===== config.mk =====
export PLATFORM = sky130hd
export DESIGN_NAME = pg_walker
export DESIGN_NICKNAME = d
export VERILOG_FILES = /design/src/rtl/pgw_pkg.sv /design/src/rtl/pgw_addr_gen.sv /design/src/rtl/pgw_entry_chk.sv /design/src/rtl/pgw_ctrl.sv /design/src/rtl/pg_walker.sv
export SDC_FILE = /design/constraint.sdc
export NUM_CORES = 1
export LEC_CHECK = 0
export BUFFER_PORTS_ARGS = -buffer_cell sky130_fd_sc_hd__buf_2
export CORE_ASPECT_RATIO = 0.75
export CORE_MARGIN = 10
export CORE_UTILIZATION = 45
export DETAILED_ROUTE_END_ITERATION = 6
export PLACE_DENSITY = 0.76
export SLEW_MARGIN = 20
export SYNTH_ARGS = -nofsm -noshare
export SYNTH_HDL_FRONTEND = slang
export SYNTH_SLANG_ARGS = --single-unit

===== constraint.sdc =====
create_clock -name clk -period 2.89 [get_ports clk]
set_input_delay 0.867 -clock clk [delete_from_list [all_inputs] [get_ports clk]]
set_output_delay 0.867 -clock clk [all_outputs]
set_load 0.01 [all_outputs]

===== src/rtl/pgw_pkg.sv =====
// Shared types for the page translation walker.
package pgw_pkg;
    typedef enum logic [2:0] {
        WS_IDLE,
        WS_DIR,
        WS_TBL,
        WS_DONE,
        WS_FAULT
    } walk_state_t;
endpackage


===== src/rtl/pgw_addr_gen.sv =====
// Forms the entry read address for the current walk level.
// Assumes entries are 2^ENT_SH bytes and tables are page aligned.
module pgw_addr_gen #(
    parameter int FRAME_W = 20,
    parameter int IDX_W   = 10,
    parameter int ENT_SH  = 2
) (
    input  logic                          at_table,
    input  logic [FRAME_W-1:0]            root_frame,
    input  logic [FRAME_W-1:0]            dir_frame,
    input  logic [IDX_W-1:0]              dir_idx,
    input  logic [IDX_W-1:0]              tbl_idx,
    output logic [FRAME_W+IDX_W+ENT_SH-1:0] rd_addr
);
    // pick base frame and index for the level being read
    always_comb begin
        if (at_table)
            rd_addr = {dir_frame, tbl_idx, {ENT_SH{1'b0}}};
        else
            rd_addr = {root_frame, dir_idx, {ENT_SH{1'b0}}};
    end
endmodule


===== src/rtl/pgw_entry_chk.sv =====
// Decodes one directory/table entry: present and user-permission check.
// Assumes the entry arrives whole on the memory data bus.
module pgw_entry_chk #(
    parameter int ADDR_W   = 32,
    parameter int OFS_W    = 12,
    parameter int PRES_BIT = 0,
    parameter int USER_BIT = 2
) (
    input  logic [ADDR_W-1:0]       entry,
    input  logic                    user_req,
    output logic                    usable,
    output logic [ADDR_W-OFS_W-1:0] frame
);
    logic unused_flag_bits;

    // usable when present and, for user requests, marked user
    always_comb begin
        usable = entry[PRES_BIT] && (!user_req || entry[USER_BIT]);
        frame  = entry[ADDR_W-1:OFS_W];
    end

    assign unused_flag_bits = ^entry[OFS_W-1:0];
endmodule


===== src/rtl/pgw_ctrl.sv =====
// Walk sequencer: accepts a request, steps through the directory and table
// reads, holds the walk context and produces the result registers.
// Assumes the memory answers each read with a one-cycle ready pulse.
module pgw_ctrl
    import pgw_pkg::*;
#(
    parameter int ADDR_W = 32,
    parameter int OFS_W  = 12,
    localparam int FRAME_W = ADDR_W - OFS_W
) (
    input  logic               clk,
    input  logic               rst_n,
    input  logic               req_valid,
    input  logic [ADDR_W-1:0]  req_lin,
    input  logic               req_user,
    input  logic               pg_en,
    input  logic [FRAME_W-1:0] root_frame,
    input  logic               rd_ready,
    input  logic               ent_usable,
    input  logic [FRAME_W-1:0] ent_frame,
    output walk_state_t        state,
    output logic [ADDR_W-1:0]  lin_q,
    output logic               user_q,
    output logic [FRAME_W-1:0] root_q,
    output logic [FRAME_W-1:0] dir_q,
    output logic [ADDR_W-1:0]  phys_q,
    output logic               fault_tbl_q
);
    // state transitions and context capture
    always_ff @(posedge clk) begin
        if (!rst_n) begin
            state       <= WS_IDLE;
            lin_q       <= '0;
            user_q      <= 1'b0;
            root_q      <= '0;
            dir_q       <= '0;
            phys_q      <= '0;
            fault_tbl_q <= 1'b0;
        end else begin
            case (state)
                WS_IDLE: begin
                    if (req_valid) begin
                        lin_q  <= req_lin;
                        user_q <= req_user;
                        root_q <= root_frame;
                        if (pg_en) begin
                            state <= WS_DIR;
                        end else begin
                            phys_q <= req_lin;
                            state  <= WS_DONE;
                        end
                    end
                end
                WS_DIR: begin
                    if (rd_ready) begin
                        if (ent_usable) begin
                            dir_q <= ent_frame;
                            state <= WS_TBL;
                        end else begin
                            fault_tbl_q <= 1'b0;
                            state       <= WS_FAULT;
                        end
                    end
                end
                WS_TBL: begin
                    if (rd_ready) begin
                        if (ent_usable) begin
                            phys_q <= {ent_frame, lin_q[OFS_W-1:0]};
                            state  <= WS_DONE;
                        end else begin
                            fault_tbl_q <= 1'b1;
                            state       <= WS_FAULT;
                        end
                    end
                end
                default: state <= WS_IDLE;
            endcase
        end
    end
endmodule


===== src/rtl/pg_walker.sv =====
// Two-level page translation walker top. Wires the sequencer, the address
// former and the entry checker. Assumes ADDR_W == OFS_W + 2*IDX_W.
module pg_walker
    import pgw_pkg::*;
#(
    parameter int ADDR_W   = 32,
    parameter int OFS_W    = 12,
    parameter int IDX_W    = 10,
    parameter int PRES_BIT = 0,
    parameter int USER_BIT = 2
) (
    input  logic              clk,
    input  logic              rst_n,
    input  logic              req_valid,
    input  logic [ADDR_W-1:0] req_lin,
    input  logic              req_user,
    input  logic              pg_en,
    input  logic [ADDR_W-1:0] root_base,
    output logic              mem_rd_en,
    output logic [ADDR_W-1:0] mem_rd_addr,
    input  logic              mem_rd_ready,
    input  logic [ADDR_W-1:0] mem_rd_data,
    output logic              busy,
    output logic              done_valid,
    output logic [ADDR_W-1:0] done_phys,
    output logic              fault_valid,
    output logic [ADDR_W-1:0] fault_lin,
    output logic              fault_at_table
);
    localparam int FRAME_W = ADDR_W - OFS_W;
    localparam int ENT_SH  = OFS_W - IDX_W;

    walk_state_t        state;
    logic [ADDR_W-1:0]  lin_q;
    logic               user_q;
    logic [FRAME_W-1:0] root_q;
    logic [FRAME_W-1:0] dir_q;
    logic [ADDR_W-1:0]  phys_q;
    logic               fault_tbl_q;
    logic               ent_usable;
    logic [FRAME_W-1:0] ent_frame;
    logic               unused_root_low;

    pgw_ctrl #(.ADDR_W(ADDR_W), .OFS_W(OFS_W)) u_ctrl (
        .clk        (clk),
        .rst_n      (rst_n),
        .req_valid  (req_valid),
        .req_lin    (req_lin),
        .req_user   (req_user),
        .pg_en      (pg_en),
        .root_frame (root_base[ADDR_W-1:OFS_W]),
        .rd_ready   (mem_rd_ready),
        .ent_usable (ent_usable),
        .ent_frame  (ent_frame),
        .state      (state),
        .lin_q      (lin_q),
        .user_q     (user_q),
        .root_q     (root_q),
        .dir_q      (dir_q),
        .phys_q     (phys_q),
        .fault_tbl_q(fault_tbl_q)
    );

    pgw_addr_gen #(.FRAME_W(FRAME_W), .IDX_W(IDX_W), .ENT_SH(ENT_SH)) u_addr (
        .at_table  (state == WS_TBL),
        .root_frame(root_q),
        .dir_frame (dir_q),
        .dir_idx   (lin_q[ADDR_W-1 -: IDX_W]),
        .tbl_idx   (lin_q[OFS_W+IDX_W-1 -: IDX_W]),
        .rd_addr   (mem_rd_addr)
    );

    pgw_entry_chk #(.ADDR_W(ADDR_W), .OFS_W(OFS_W),
                    .PRES_BIT(PRES_BIT), .USER_BIT(USER_BIT)) u_chk_ent (
        .entry   (mem_rd_data),
        .user_req(user_q),
        .usable  (ent_usable),
        .frame   (ent_frame)
    );

    // decode outputs from the walk state and result registers
    always_comb begin
        mem_rd_en      = (state == WS_DIR) || (state == WS_TBL);
        busy           = (state != WS_IDLE);
        done_valid     = (state == WS_DONE);
        fault_valid    = (state == WS_FAULT);
        done_phys      = phys_q;
        fault_lin      = lin_q;
        fault_at_table = fault_tbl_q;
    end

    assign unused_root_low = ^root_base[OFS_W-1:0];
endmodule


==> results by group, run 1 <==
Yosys
  – Largest family of logic cells by synthesized area: multiplexers
  – Simple-Gate Fraction of Synth Area: 15.14%
  – Synth Warn #: 0
  – Mux contribution to synthesized area: 19.10%
  – FFs w/ async S/R, synth: 0%
  – Post-synthesis adder-cell area fraction: 0%
  – Yosys reg bits: 109
  – Post-Syn Area: 4652 um2
  – Sequential cell area fraction in the yosys report: 46.91%
  – Top_reg_cell synth: dfxtp_1
  – Post-Syn Instances: 506
  – EDFF count, synth: 0
  – Synth area leader: dfxtp_1
  – Post-synth top area share: 46.91%
  – Distinct cell type count after synthesis: 29
  – Mean post-synth cell area: 9.194 um2
  – Area fraction in compound gates after synthesis: 14.01%
  – Area contributors post-synth: dfxtp_1 (47%), mux2i_1 (12%), nand2_1 (8.6%)
  – Xor-xnor portion of the synthesized cell area: 0.1883%

Detailed routing
  – Routed length per instance: 17.40 um
  – Via count: 4163
  – Aggregate routed wire length: 13970 um
  – # DRC: 0
  – Final ANT Viol Nets: 0
  – Iter 0 DRT Violations: 257
  – WL met3: 1460 um
  – Met2 wire length: 6230 um
  – Vias per cell: 5.184
  – Top sig layer: met4
  – DRT Pass-1 Iters: 5
  – Met1 WL: 6129 um

Floorplan
  – Die Y: 108.1 um
  – Placeable Area: 10170 um2
  – Cell Rows: 32
  – Starting Density: 45.74%
  – Die Footprint: 14850 um2
  – IO Pins: 203
  – Die width: 137.4 um

Critical path
  – CP Launch Type: register
  – R2R Setup Slk: 1.11 ns
  – Crit-path slowest cell: dfxtp_2
  – Max stage delay on crit path: 0.38 ns
  – Kind of critical path: reg -> out
  – Critical Path Fanout Max: 34
  – CP arrival: 1.87 ns
  – Critical Path RT: 2.02 ns
  – CP Capture Type: primary output
  – Critical path cell sequence: nor2_2 > and2_4 > buf_16 > mux2_2 > buf_2

STA
  – Worst-Margin Slew: 0.6732 ns
  – Pins Over Slew Limit: 0
  – Final worst-path cycle share: 94.77%
  – Setup_tns: 0 ns
  – Minimum clock period: 2.739 ns
  – Final setup vio count: 0
  – Relative slew slack: 53.96%
  – Final hold violations: 0
  – Highest clock rate: 0.3651 GHz
  – RSZ-0062 raised after global routing: false
  – Clock Skew: 0.005515 ns

Placement
  – GPL Wtd Cong: 0.8599
  – Hpwl dp: 10150 um
  – IO buf count: 178

Clock tree
  – TritonCTS sink count: 109
  – CTS clk-pin slew, worst paths: 0.07 ns
  – CTS max path bufs: 2
  – Num CTS Buffers: 9
  – Hold-fix buffers, CTS: 0
  – Root buf cell: clkbuf_16
  – TritonCTS clock tree: yes
  – Post-CTS setup buffer count: 0
  – H-tree Lvls: 3
  – Clk_lat worst skew: 0.34 ns

Layout
  – Diode count: 0
  – Area Overhead vs Synth: 27.97%
  – Final core occ: 58.54%
  – Commonest non-fill, non-tap cells in the layout: buf_2 (178), nand2_1 (106), dfxtp_1 (106)
  – Commonest non-fill, non-tap cell in the layout: buf_2
  – FILL cells: 914
  – Nets: 764
  – Share of layout cells above drive strength 1: 38.68%

Outcome
  – Status: complete, no violations

Run
  – Max Cap Viol: 0

Global route
  – Largest net degree at the start of global routing: 109
  – Number of global-route vias before repair: 4049
  – Total GRT Usage: 17.92%
  – Total grt overflow: 0
  – Global-route wire length before repair: 21390 um
  – Initial antenna violation count: 0

Hold path
  – Worst hold path class: reg -> reg

Power and ir drop
  – Lkg Pwr: 2.768 nW
  – Power Density: 823.0 nW/um2
  – Peak supply drop: 382.1 uV
[stage by stage]
step | total power, W | instance area, um2 | worst slack [ns] | instances | hold WS [ns]
final | 0.004900 | 5953 | 0.1511 | 803 | 0.4583
after floorplan | 0.003085 | 4656 | 0.5155 | 507 | 0.4338
after global routing | 0.005190 | 5953 | 0.06507 | 803 | 0.4753
after global placement | 0.003670 | 5643 | 0.4373 | 787 | 0.4398
after detailed placement | 0.003723 | 5643 | 0.4292 | 787 | 0.4481
after CTS | 0.004938 | 5939 | 0.02888 | 803 | 0.4593
[critical path, delay by kind of cell, from the launching register on]
kind,cells,cell delay (ns)
simple gates,2,0.37
mux,1,0.38
buf+inv,2,0.38
flops,1,0.38
[where the power goes]
group	total (W)	internal, W	switching (W)
Clock	0.00121	0.000642	0.000568
Combinational	0.00176	0.000753	0.00100
Sequential	0.00193	0.00175	0.000179
Total	0.00490	0.00315	0.00175
[kinds of logic (layout without fill, tap and decap cells)]
family | after synthesis | in the layout
AOI/OAI and AO/OA | 92 | 92
xor gates and xnor gates | 1 | 1
buffers and inverters | 45 | 205
DFF | 109 | 109
muxes | 85 | 85
other | 1 | 2
and+or+nand+nor | 173 | 173
[path summary, 6_finish.rpt]
path                                         from           endpoint  cells past startpoint
worst max-delay path              u_ctrl.state[2]    mem_rd_addr[29]                      5
worst min-delay path            u_ctrl.root_q[14]  u_ctrl.root_q[14]                      2
worst max register to register    u_ctrl.state[1]  u_ctrl.phys_q[16]                      5
worst min register to register  u_ctrl.root_q[14]  u_ctrl.root_q[14]                      2
[state kept, by name, indices dropped and copies added, names as in the netlist]
signal / flops
u_ctrl.dir_q: 20
u_ctrl.fault_tbl_q: 1
u_ctrl.lin_q: 32
u_ctrl.phys_q: 32
u_ctrl.root_q: 20
u_ctrl.state: 3
u_ctrl.user_q: 1
[final cells by class]
type | instances | area [um2] | share of cell area, %
well taps | 136 | 170.2 | 2.858
multi-input cells | 353 | 2267 | 38.08
flip-flops and latches | 109 | 2186 | 36.72
clock buffers | 11 | 252.7 | 4.245
clock inverters | 5 | 43.79 | 0.7356
repair buffers | 186 | 1021 | 17.15
inverters | 3 | 12.51 | 0.2102
[timing repair]
item / in CTS / in global routing
hold endpoints to repair: 0 / 0
setup endpoints to repair: 0 / 30
resized for setup: 0 / 5
[synthesized netlist by cell type, drive strengths merged (2+ instances only)]
| library cell | count |
|---|---|
| a211oi | 32 |
| clkbuf | 21 |
| inv | 3 |
| and2 | 2 |
| dfxtp | 109 |
| a221oi | 2 |
| mux2i | 55 |
| nand2 | 106 |
| buf | 21 |
| nor3b | 2 |
| a21oi | 54 |
| mux2 | 30 |
| nor2 | 56 |
[routing by layer]
layer  vias to the layer above  track usage, %
met2                       168           27.61
met3                        14           6.812
met1                      1949           23.22
li1                       2032               -
met4                         0           4.354
met5                         -               0
(Power assumes the default switching activity.)
==> run 2, diff against run 1 <==
--- a/config.mk
+++ b/config.mk
@@ -10,8 +10,9 @@
 export CORE_MARGIN = 10
 export CORE_UTILIZATION = 45
 export DETAILED_ROUTE_END_ITERATION = 6
-export PLACE_DENSITY = 0.76
+export PLACE_DENSITY = 0.74
 export SLEW_MARGIN = 20
 export SYNTH_ARGS = -nofsm -noshare
 export SYNTH_HDL_FRONTEND = slang
+export SYNTH_HIERARCHICAL = 1
 export SYNTH_SLANG_ARGS = --single-unit
==> results by group, run 2 <==
Outcome
  – Status: complete, no violations

Yosys
  – Yosys reg bits: 109
  – Post-synth top area share: 40.83%
  – Sequential cell area fraction in the yosys report: 40.83%
  – Top_reg_cell synth: dfxtp_1
  – Post-Syn Area: 5344 um2
  – Area contributors post-synth: dfxtp_1 (41%), nand2_1 (12%), a21boi_0 (11%)
  – Top cells by instance count after synthesis: nand2_1 (171), dfxtp_1 (109), a21boi_0 (75), clkbuf_1 (35)
  – Distinct cell type count after synthesis: 36
  – EDFF count, synth: 0
  – Synth area leader: dfxtp_1
  – Post-Syn Instances: 589
  – Top-count cell post-synth: nand2_1
  – Mean post-synth cell area: 9.073 um2
  – Synth Warn #: 6
  – FFs w/ async S/R, synth: 0%

Floorplan
  – IO Pins: 203
  – Die width: 145.8 um
  – Die Footprint: 16680 um2
  – Placeable Area: 11610 um2
  – Die Y: 114.4 um
  – Starting Density: 46.01%
  – Cell Rows: 34

STA
  – Clock Skew: 0.004945 ns
  – Setup_tns: 0 ns
  – Final setup vio count: 0
  – Final worst-path cycle share: 91.63%
  – RSZ-0062 raised after global routing: false
  – Relative slew slack: 27.53%
  – Final hold violations: 0
  – Highest clock rate: 0.3776 GHz
  – Worst-Margin Slew: 1.087 ns
  – Pins Over Slew Limit: 0
  – Final worst slack: 0.2420 ns
  – Minimum clock period: 2.648 ns
  – Hold_ws: 0.4581 ns

Clock tree
  – Post-cts sizing count: 0
  – TritonCTS clock tree: yes
  – CTS clk-pin slew, worst paths: 0.07 ns
  – Num CTS Buffers: 9
  – Hold-fix buffers, CTS: 0
  – TritonCTS sink count: 109
  – CTS max path bufs: 2
  – Post-CTS setup buffer count: 0
  – Clk_lat worst skew: 0.34 ns
  – Root buf cell: clkbuf_16
  – H-tree Lvls: 3

Critical path
  – Critical Path RT: 2.02 ns
  – CP Launch Type: register
  – CP Capture Type: primary output
  – Kind of critical path: reg -> out
  – CP arrival: 1.78 ns
  – Reg2reg start: u_ctrl/state[1]
  – Critical Path Fanout Max: 26
  – R2R Setup Slk: 0.56 ns
  – R2R cell count: 4
  – Reg2reg end: u_ctrl/phys_q[15]

Placement
  – IO buf count: 178
  – GPL Wtd Cong: 0.7889
  – Placement-stage worst setup slack: 0.2761 ns
  – Hpwl dp: 11910 um
  – DP Area: 6197 um2
  – Placed cells: 876

Layout
  – Top Registers: u_ctrl/lin_q x32, u_ctrl/phys_q x32
  – Diode count: 0
  – Nets: 827
  – Commonest non-fill, non-tap cell in the layout: buf_2
  – Fin area: 6514 um2
  – Share of layout cells above drive strength 1: 37.81%
  – Non-filler cells, final: 892
  – Area Overhead vs Synth: 21.89%
  – Commonest non-fill, non-tap cells in the layout: buf_2 (177), nand2_1 (171), dfxtp_1 (108)

Power and ir drop
  – Sw frac: 28.08%
  – Peak supply drop: 344.8 uV
  – Psw: 0.001068 W
  – Lkg Pwr: 3.049 nW
  – Int Pwr: 0.002735 W
  – Clk pwr share: 34.4%
  – Power Density: 583.9 nW/um2
  – Combinational power share: 21.5%
  – Register share of total power: 44.1%

Hold path
  – Hold Crit Endpoint: u_ctrl/phys_q[9]
  – Hold depth: 2
  – Worst hold path class: reg -> reg
  – HP Start: u_ctrl/phys_q[9]

Global route
  – Total GRT Usage: 18.50%
  – Total grt overflow: 0
  – Initial antenna violation count: 0
  – Global-route wire length before repair: 25110 um
  – Number of global-route vias before repair: 4642
  – Largest net degree at the start of global routing: 62

Run
  – Max Cap Viol: 0

Detailed routing
  – DRT Pass-1 Iters: 4
  – # DRC: 0
  – Vias per cell: 5.067
  – Aggregate routed wire length: 16090 um
  – Final ANT Viol Nets: 0
  – Via count: 4520
  – Iter 0 DRT Violations: 225
  – Routed length per instance: 18.03 um
[run 2: worst max-delay path by stage]
stage                     from                 to  depth (start not counted)
6_report       u_ctrl/state[1]    mem_rd_addr[19]                          4
5_1_grt        u_ctrl/state[1]    mem_rd_addr[20]                          4
3_3_place_gp         req_valid  u_ctrl/phys_q[19]                          4
2_1_floorplan  u_ctrl/state[1]    mem_rd_addr[10]                          3
4_1_cts        u_ctrl/state[1]     mem_rd_addr[7]                          4
3_5_place_dp         req_valid   u_ctrl/phys_q[1]                          4
[run 2: cells by family after synthesis]
logic type | after synthesis | share of synthesized area (%)
buffers and inverters | 70 | 7.726
muxes | 94 | 21.17
xor gates and xnor gates | 2 | 0.3279
and+or+nand+nor | 211 | 16.48
DFF | 109 | 40.83
other | 1 | 0.07017
AOI/OAI and AO/OA | 102 | 13.39
[run 2: worst max-delay path, stage by stage (launching register included)]
cell and delay (ns):
dfxtp_2 0.39, nor3b_2 0.29, buf_12 0.27, mux2_4 0.33, buf_2 0.15
[run 2: per-stage QoR]
stage	util, %	power (W)
final	56.09	0.003804
after global routing	56.09	0.003976
after CTS	56.09	0.003844
after detailed placement	53.36	0.002537
after global placement	53.36	0.002512
after floorplan	-	0.002240
[run 2: power groups by stage]
stage                     registers, W  clock network (W)  logic [W]
final                          0.00168            0.00131   0.000817
after global routing           0.00169            0.00139   0.000890
after CTS                      0.00168            0.00134   0.000828
after detailed placement       0.00171                  0   0.000825
after global placement         0.00171                  0   0.000806
after floorplan                0.00173                  0   0.000507
[run 2: final cells by class]
class                      count  area (um2)
inverter                       2       7.507
clock inverter                 6       87.58
fill                        1119        5100
timing repair buffer         192        1036
multi-input combinational    411        2768
clock buffer                  10       229.0
sequential                   109        2183
tap                          162       202.7
[run 2: layer usage]
layer,vias up,routed length [um],track usage (%)
li1,2218,-,-
met1,2155,7198,22.67
met2,138,7624,30.72
met3,9,1145,6.714
met4,0,119,3.831
met5,-,0,0
==> run 3, diff against run 2 <==
--- a/config.mk
+++ b/config.mk
@@ -5,12 +5,13 @@
 export SDC_FILE = /design/constraint.sdc
 export NUM_CORES = 1
 export LEC_CHECK = 0
-export BUFFER_PORTS_ARGS = -buffer_cell sky130_fd_sc_hd__buf_2
+export BUFFER_PORTS_ARGS = -buffer_cell sky130_fd_sc_hd__clkbuf_2
 export CORE_ASPECT_RATIO = 0.75
 export CORE_MARGIN = 10
 export CORE_UTILIZATION = 45
 export DETAILED_ROUTE_END_ITERATION = 6
 export PLACE_DENSITY = 0.74
+export SKIP_LAST_GASP = 1
 export SLEW_MARGIN = 20
 export SYNTH_ARGS = -nofsm -noshare
 export SYNTH_HDL_FRONTEND = slang
==> results by group, run 3 (same netlist as run 2, synthesis figures left out) <==
Global route
  – Most used routing layer in global routing: met2
  – Global-route wire length before repair: 24950 um
  – Total grt overflow: 0
  – Number of global-route vias before repair: 4695
  – Initial antenna violation count: 0
  – Largest net degree at the start of global routing: 61
  – Met2 Use GR: 31.27%
  – Met1 usage: 22.05%
  – Total GRT Usage: 18.44%
  – Met3 GRT Util: 6.398%

Critical path
  – Critical Path Fanout Max: 30
  – Kind of critical path: reg -> out
  – Critical path cell sequence: nor3b_2 > buf_12 > mux2_4 > clkbuf_2
  – Reg2reg start: u_ctrl/state[1]
  – Cell family with most CP delay: buffers and inverters
  – CP Capture Type: primary output
  – Buf/Inv on CP: 2
  – R2R Setup Slk: 0.67 ns
  – Crit-path slowest cell: dfxtp_2
  – Reg2reg end: u_ctrl/phys_q[15]
  – Crit path launch: u_ctrl/state[1]
  – R2R cell count: 5
  – CP Launch Type: register
  – Max stage delay on crit path: 0.39 ns
  – CP arrival: 1.78 ns
  – Critical Path RT: 2.02 ns

Outcome
  – Status: complete, no violations

STA
  – Worst-Margin Slew: 0.7623 ns
  – Relative slew slack: 48.99%
  – Pins Over Slew Limit: 0
  – Final worst-path cycle share: 91.75%
  – Setup_tns: 0 ns
  – Highest clock rate: 0.3771 GHz
  – RSZ-0062 raised after global routing: false
  – Minimum clock period: 2.652 ns
  – Final hold violations: 0
  – Clock Skew: 0.009547 ns
  – Final setup vio count: 0

Clock tree
  – TritonCTS sink count: 109
  – Hold-fix buffers, CTS: 0
  – TritonCTS clock tree: yes
  – Root buf cell: clkbuf_16
  – CTS clk-pin slew, worst paths: 0.07 ns
  – Num CTS Buffers: 9
  – CTS max path bufs: 2
  – H-tree Lvls: 3
  – Clk_lat worst skew: 0.34 ns
  – Post-cts sizing count: 0
  – Post-CTS setup buffer count: 0

Detailed routing
  – DRT Pass-1 Iters: 5
  – Final ANT Viol Nets: 0
  – Routed length per instance: 17.86 um
  – Via count: 4524
  – Aggregate routed wire length: 15950 um
  – # DRC: 0
  – Iter 0 DRT Violations: 256
  – Vias per cell: 5.066

Floorplan
  – Die width: 145.8 um
  – Starting Density: 46.01%
  – Die Footprint: 16680 um2
  – Cell Rows: 34
  – Placeable Area: 11610 um2
  – Die Y: 114.4 um
  – IO Pins: 203

Layout
  – Share of layout cells above drive strength 1: 37.76%
  – Diode count: 0
  – Commonest non-fill, non-tap cells in the layout: clkbuf_2 (177), nand2_1 (171), dfxtp_1 (108)
  – Non-filler cells, final: 893
  – Commonest non-fill, non-tap cell in the layout: clkbuf_2
  – FILL cells: 1093
  – Area Overhead vs Synth: 21.05%
  – Top Registers: u_ctrl/lin_q x32, u_ctrl/phys_q x32
  – Nets: 829

Power and ir drop
  – Peak supply drop: 321.4 uV
  – Power Density: 563.2 nW/um2
  – Lkg Pwr: 2.977 nW

Placement
  – Placed cells: 878
  – Hpwl dp: 12000 um
  – IO buf count: 178
  – GPL Wtd Cong: 0.8013

Hold path
  – Hold Crit Endpoint: u_ctrl/phys_q[6]
  – Worst hold path class: reg -> reg
  – Hold depth: 2
  – HP Start: u_ctrl/phys_q[6]

Run
  – Max Cap Viol: 0
[run 3: worst reg2reg max path, stage by stage (launching register included)]
cell,delay [ns]
dfxtp_2,0.36
buf_4,0.24
or4b_2,0.70
o22a_2,0.40
buf_12,0.24
mux2i_1,0.16
[run 3: power breakdown]
part | switching (W) | internal (W) | leakage, nW
sequential | 0.0000718 | 0.00161 | 0.890
combinational | 0.000451 | 0.000364 | 1.97
clock | 0.000542 | 0.000605 | 0.121
total | 0.00107 | 0.00258 | 2.98
[run 3: how the worst max path moves through the flow]
stage / endpoint / cells after the start
after floorplan: mem_rd_addr[10] / 3
after global placement: u_ctrl/phys_q[20] / 5
after detailed placement: u_ctrl/phys_q[15] / 5
after CTS: mem_rd_addr[19] / 4
after global routing: mem_rd_addr[20] / 4
final: mem_rd_addr[19] / 4
[run 3: per-layer routing]
metal	part of all wire [%]	wire length, um	vias to the layer above
met5	0	0	-
met2	47	7467	168
met4	1.1	170	0
met3	8.1	1294	13
li1	-	-	2222
met1	44	7013	2121
[run 3: per-stage QoR]
stage / cell area (um2) / total power [W] / util [%] / worst slack (ns) / hold WS (ns)
6_report: 6469 / 0.003643 / 55.70 / 0.2384 / 0.4609
5_1_grt: 6469 / 0.003821 / 55.70 / 0.1706 / 0.4888
4_1_cts: 6469 / 0.003682 / 55.70 / 0.2304 / 0.4654
3_5_place_dp: 6200 / 0.002538 / 53.38 / 0.3851 / 0.4557
3_3_place_gp: 6200 / 0.002512 / 53.38 / 0.4138 / 0.4457
2_1_floorplan: 5348 / 0.002240 / - / 0.5588 / 0.4430
[run 3: cell type report]
class                      count  area [um2]  share of cell area [%]
clock buffer                  12       246.5                   3.810
clock inverter                 3       22.52                  0.3482
inverter                       2       7.507                  0.1161
multi-input combinational    411        2768                   42.79
sequential                   109        2183                   33.75
tap                          162       202.7                   3.133
timing repair buffer         194        1039                   16.05
